[src/rtl/sct_pkg.sv]
package sct_pkg;
    parameter int FRAMES = 8;
    parameter int IDS    = 32;
    localparam int FID_W = $clog2(FRAMES);
    localparam int ID_W  = $clog2(IDS);
    localparam int CNT_W = $clog2(IDS + 1);

    typedef enum logic [1:0] {
        FR_IDLE    = 2'd0,
        FR_COLLECT = 2'd1,
        FR_DONE    = 2'd2
    } frame_state_e;
endpackage

[src/rtl/sct_frame.sv]
module sct_frame
    import sct_pkg::*;
(
    input  logic             clk,
    input  logic             rst_n,
    input  logic             alloc,
    input  logic             free,
    input  logic [CNT_W-1:0] exp_in,
    input  logic [IDS-1:0]   smask_in,
    input  logic             hit_l,
    input  logic [ID_W-1:0]  id_l,
    input  logic             hit_n,
    input  logic [ID_W-1:0]  id_n,
    input  logic [ID_W-1:0]  q_id,
    output logic             done,
    output logic             prior
);
    frame_state_e     state_q, state_d;
    logic [IDS-1:0]   arr_q, arr_nxt, set_v, below;
    logic [IDS-1:0]   smask_q;
    logic [CNT_W-1:0] exp_q, seen;
    logic             done_q;

    function automatic logic [CNT_W-1:0] popcnt(input logic [IDS-1:0] v);
        logic [CNT_W-1:0] c;
        c = '0;
        for (int i = 0; i < IDS; i++) c = c + CNT_W'(v[i]);
        return c;
    endfunction

    always_comb begin
        set_v = '0;
        if (hit_l) set_v = set_v | (IDS'(1) << id_l);
        if (hit_n) set_v = set_v | (IDS'(1) << id_n);
        arr_nxt = arr_q | set_v;
        seen    = popcnt(arr_nxt);
    end

    // next-state logic
    always_comb begin
        state_d = state_q;
        if (free) begin
            state_d = FR_IDLE;
        end else begin
            unique case (state_q)
                FR_IDLE:    if (alloc) state_d = FR_COLLECT;
                FR_COLLECT: if (seen >= exp_q) state_d = FR_DONE;
                FR_DONE:    if (alloc) state_d = FR_COLLECT;
                default:    state_d = FR_IDLE;
            endcase
        end
    end

    // state register
    always_ff @(posedge clk or negedge rst_n) begin
        if (!rst_n) state_q <= FR_IDLE;
        else        state_q <= state_d;
    end

    // datapath and outputs
    always_ff @(posedge clk or negedge rst_n) begin
        if (!rst_n) begin
            arr_q   <= '0;
            smask_q <= '0;
            exp_q   <= '0;
            done_q  <= 1'b0;
        end else begin
            done_q <= (state_q == FR_COLLECT) && (state_d == FR_DONE);
            if (free) begin
                arr_q <= '0;
            end else if (alloc && state_q != FR_COLLECT) begin
                arr_q   <= '0;
                smask_q <= smask_in;
                exp_q   <= exp_in;
            end else if (state_q == FR_COLLECT) begin
                arr_q <= arr_nxt;
            end
        end
    end

    assign below = (IDS'(1) << q_id) - IDS'(1);
    assign prior = (state_q != FR_IDLE) && ((smask_q & ~arr_q & below) == '0);
    assign done  = done_q;
endmodule

[src/rtl/sct_fwd.sv]
module sct_fwd
    import sct_pkg::*;
(
    input  logic             clk,
    input  logic             rst_n,
    input  logic             in_valid,
    input  logic [FID_W-1:0] in_frame,
    input  logic [ID_W-1:0]  in_lsid,
    output logic             out_valid,
    output logic [FID_W-1:0] out_frame,
    output logic [ID_W-1:0]  out_lsid
);
    always_ff @(posedge clk or negedge rst_n) begin
        if (!rst_n) begin
            out_valid <= 1'b0;
            out_frame <= '0;
            out_lsid  <= '0;
        end else begin
            out_valid <= in_valid;
            if (in_valid) begin
                out_frame <= in_frame;
                out_lsid  <= in_lsid;
            end
        end
    end
endmodule

[src/rtl/sct_tracker.sv]
module sct_tracker
    import sct_pkg::*;
(
    input  logic              clk,
    input  logic              rst_n,
    input  logic              alloc_valid,
    input  logic [FID_W-1:0]  alloc_frame,
    input  logic [CNT_W-1:0]  alloc_count,
    input  logic [IDS-1:0]    alloc_store_mask,
    input  logic              free_valid,
    input  logic [FID_W-1:0]  free_frame,
    input  logic              loc_valid,
    input  logic [FID_W-1:0]  loc_frame,
    input  logic [ID_W-1:0]   loc_lsid,
    input  logic              net_in_valid,
    input  logic [FID_W-1:0]  net_in_frame,
    input  logic [ID_W-1:0]   net_in_lsid,
    output logic              net_out_valid,
    output logic [FID_W-1:0]  net_out_frame,
    output logic [ID_W-1:0]   net_out_lsid,
    output logic [FRAMES-1:0] done_pulse,
    input  logic [FID_W-1:0]  qry_frame,
    input  logic [ID_W-1:0]   qry_lsid,
    output logic              qry_prior_done
);
    logic [FRAMES-1:0] prior_v;

    for (genvar f = 0; f < FRAMES; f++) begin : g_frame
        sct_frame u_frame (
            .clk      (clk),
            .rst_n    (rst_n),
            .alloc    (alloc_valid && alloc_frame == FID_W'(f)),
            .free     (free_valid && free_frame == FID_W'(f)),
            .exp_in   (alloc_count),
            .smask_in (alloc_store_mask),
            .hit_l    (loc_valid && loc_frame == FID_W'(f)),
            .id_l     (loc_lsid),
            .hit_n    (net_in_valid && net_in_frame == FID_W'(f)),
            .id_n     (net_in_lsid),
            .q_id     (qry_lsid),
            .done     (done_pulse[f]),
            .prior    (prior_v[f])
        );
    end

    sct_fwd u_fwd (
        .clk       (clk),
        .rst_n     (rst_n),
        .in_valid  (loc_valid),
        .in_frame  (loc_frame),
        .in_lsid   (loc_lsid),
        .out_valid (net_out_valid),
        .out_frame (net_out_frame),
        .out_lsid  (net_out_lsid)
    );

    assign qry_prior_done = prior_v[qry_frame];
endmodule

[config.mk]
export PLATFORM = sky130hd
export DESIGN_NAME = sct_tracker
export DESIGN_NICKNAME = d
export VERILOG_FILES = /design/src/rtl/sct_pkg.sv /design/src/rtl/sct_frame.sv /design/src/rtl/sct_fwd.sv /design/src/rtl/sct_tracker.sv
export SDC_FILE = /design/constraint.sdc
export NUM_CORES = 2
export LEC_CHECK = 0
export ABC_AREA = 0
export BUFFER_PORTS_ARGS = -buffer_cell sky130_fd_sc_hd__buf_4
export CAP_MARGIN = 20
export CORE_AREA = 4 4 303 305
export DETAILED_ROUTE_END_ITERATION = 16
export DIE_AREA = 0 0 307 309
export GPL_ROUTABILITY_DRIVEN = 0
export PLACE_DENSITY = 0.56
export SETUP_SLACK_MARGIN = 0.15
export SYNTH_ARGS = -nofsm -noshare
export SYNTH_HDL_FRONTEND = slang
export SYNTH_SLANG_ARGS = --single-unit
[constraint.sdc]
create_clock -name clk -period 7.05 [get_ports clk]
set_input_delay 1.7625 -clock clk [delete_from_list [all_inputs] [get_ports clk]]
set_output_delay 1.7625 -clock clk [all_outputs]
set_load 0.02 [all_outputs]
==> impl_results.md <==
* Outcome: complete, but fails checks
* Failing checks: negative setup slack
* Vias in the first global route at 29,100
* H-tree depth at 3
* Layout cell share with drive strength beyond 1 at 29.9%
* Setup-failing EPs final at 24
* Setup ws final at -1.05 ns
* TritonRoute pass-1 iters at 6
* Ports at just over 90
* Iter 0 DRT Violations at 3,967
* Fin crit period at around 8.1 ns
* Final #Nets at around 4,000
* Post-synth EDFFs at 0
* Hold WS at 0.500 ns
* Register bit count reported by yosys at 585
* WL met1 at 62,400 um
* Buffers & Inverters on Critical Path at 10
* Die area at 94,900 um2
* Die height at 309 um
* Die W at 307 um
* Final setup TNS at -23.32 ns
* Total global-route track usage at a little under a third
* Number of sinks on the clock net at 585
* Mapped Area at 35,300 um2
* Sequential-to-total area share from yosys stat at between 40% and 50%
* Met2 WL at 63,200 um
* Detail-routed via count per cell at 6.07
* LEAKAGE at 20.9 nW
* Total power at roughly 14 mW
* Hold Vio Cnt, Final at 0
* Port Buf Inserts at 90
* Setup slack, reg-to-reg at 0.32 ns
* Final WL at 152,000 um
* Synthesized instance count at roughly 3,200
* Yosys top cell area share at 41.5%
* Critical Path Fanout Max at 6
* DRC Markers at 0
* Gr ovfl total at 0
* Post-synth cell types at 77
* Synth-to-layout area growth at 26.1%
* Area leader, netlist: dfrtp_1
* Vias at 30,000
* Cell family with most CP delay: adder cells
* CTS Buf Count at 72
* Syn_nets at 3,616
* Hold/Removal Path Class: reg2reg
* Top FF cell, synth: dfrtp_1
* DR top layer: met5
* Final number of max-transition violations at 0
* Syn. warnings at 0
* Crit-path most repeated cell: fa_1
* Period utilisation layout at 115%
* Startpoint Class: input pin
* Slew margin rel. at about a fifth
* Reg clk slew, reported paths at about 0.050 ns
* Layout Skew at 0.0319 ns
* RSZ-0062 raised after global routing: true
* Synth async-reset ratio at 100%
* First-pass GRT wire length at around 220,000 um
* Least-Margin Pin Slew at 1.18 ns
* Maximum VDD drop at about 180 uV
* DR WL/cell at about 30 um
* Core area at about 90,000 um2
* Fmax at between 100 and 150 MHz
* CTS max path bufs at 3
* Dpl ws at -2.02 ns
* Largest net degree at the start of global routing at 116
* Crit-path slowest cell: fa_1
* Area contributors post-synth: dfrtp_1 41%, fa_1 11%, mux2_2 8.2%
* Routed wl met3 at 17,700 um
* Max-cap violations at 0
* Detail Placement HPWL at 118,000 um
* CTS root buffer: clkbuf_16
* WS Path Type: in2reg
* Worst skew pair latency at approximately 0.64 ns
* Post-DRT Antenna Nets at 0
* CTS tree: yes
* Post-Syn Area per Cell at 10.9 um2
* Worst path arrival time at 8.60 ns
* Pwr/cell area at roughly 320 nW/um2
* Critical Path RT at approximately 7.6 ns
* Row cnt at 110
* Initial Util at 39.5%
* Worst Setup End Kind: register
* Initial antenna violation count at 8
* Critical Path Max Stage Delay at 0.57 ns
## registers in the layout, indices dropped and copies added, names as in the netlist
register and cells:
u_fwd.out_valid 1, g_frame.u_frame.state_q 16, g_frame.u_frame.smask_q 248, g_frame.u_frame.exp_q 48, g_frame.u_frame.arr_q 256, u_fwd.out_lsid 5, g_frame.u_frame.done 8, u_fwd.out_frame 3
## power breakdown
group	switching (mW)	internal (mW)	leakage, nW	total [mW]
sequential	0.672	4.33	7.55	5.01
combinational	3.07	2.37	12.2	5.44
clock	1.58	2.40	1.20	3.98
## layer usage
layer	up-vias	GRT usage, %
met5	-	0
met4	2	14.2
met3	401	9.45
met2	1784	45.9
met1	15100	43.9
li1	12700	-
## layout by cell type (no fill, tap or decap), drive strengths merged, types with 14 or more instances in the layout
cell	netlist	routed
nor3	29	29
mux2	257	257
o32ai	19	19
nand2	194	194
a22o	168	168
nor3b	55	55
fa	192	192
clkbuf	149	111
a21oi	40	40
nand2b	84	84
buf	27	575
nand4	20	20
o22ai	14	14
nand3b	80	80
nand3	28	28
a221oi	91	91
nor4	20	20
a221o	169	169
dfrtp	585	585
nor2b	47	47
o21ai	166	166
inv	348	350
nor2	149	149
ha	113	113
xnor2	18	18
a21o	47	47
## path summary, 6_finish.rpt
kind / start / to / cells after the start
max in group asynchronous: rst_n / g_frame[2].u_frame.smask_q[28]$_DFFE_PN0P_ / 2
setup reg to reg: g_frame[1].u_frame.arr_q[1]$_DFFE_PN0P_ / g_frame[1].u_frame.state_q[1]$_DFF_PN0_ / 25
min in group asynchronous: rst_n / g_frame[1].u_frame.exp_q[4]$_DFFE_PN0P_ / 1
hold / removal: g_frame[3].u_frame.smask_q[8]$_DFFE_PN0P_ / g_frame[3].u_frame.smask_q[8]$_DFFE_PN0P_ / 1
hold reg to reg: g_frame[3].u_frame.smask_q[8]$_DFFE_PN0P_ / g_frame[3].u_frame.smask_q[8]$_DFFE_PN0P_ / 1
setup / recovery: loc_lsid[1] / g_frame[4].u_frame.state_q[1]$_DFF_PN0_ / 30
## cell type report
| cell class | instances | area, um2 |
|---|---|---|
| fill | 7999 | 44800 |
| multi-input combinational | 2128 | 19400 |
| sequential | 585 | 14600 |
| timing repair buffer | 577 | 5230 |
| clock buffer | 109 | 2120 |
| tap | 1176 | 1470 |
| inverter | 348 | 1310 |
| clock inverter | 18 | 337 |
| antenna | 3 | 7.51 |
## cell families after synthesis
group	after synthesis	share of synthesized area (%)
multiplexers	257	8.20
AND/OR/NAND/NOR	758	11.5
buffers and inverters	524	5.73
flip-flops	585	41.5
adder cells (fa/ha/maj)	305	14.9
XOR/XNOR	26	0.666
AO/OA/AOI/OAI	782	17.5
## through the flow
step | cell area [um2] | util, % | std cells
after floorplan | 35600 | - | 3237
after global placement | 41100 | 46.0 | 4774
after detailed placement | 41100 | 46.0 | 4775
after CTS | 44000 | 49.3 | 4921
after global routing | 44500 | 49.8 | 4941
final | 44500 | 49.8 | 4944
## synth_stat cells (6+ instances only)
master and instances:
xor2_1 8, ha_1 113, a311oi_1 9, o32ai_1 19
nor4_1 19, a22o_1 168, o311ai_0 6, a21o_1 47
a221o_1 169, nand2b_1 84, buf_2 11, a221oi_1 91
o21ai_0 160, nand3_1 28, nor3b_1 55, nand3b_1 80
and2_1 7, buf_1 6, dfrtp_1 585, nor2b_1 47
xnor2_1 17, mux2_2 257, or4_1 6, inv_1 348
buf_4 9, o22ai_1 14, nand4_1 20, a21oi_1 39
nand2_1 194, clkbuf_1 148, nor2_1 149, nor3_1 27
fa_1 192, a31oi_1 8, or3b_2 7, and3_1 7
## what timing repair did
action / CTS / global route
buffers inserted: 19 / 17
hold buffers: 0 / 0
cloned: 0 / 0
pin swaps: 36 / 57
resized for setup: 71 / 82
endpoints found under the setup margin: 25 / 25
(Power assumes the default switching activity.)
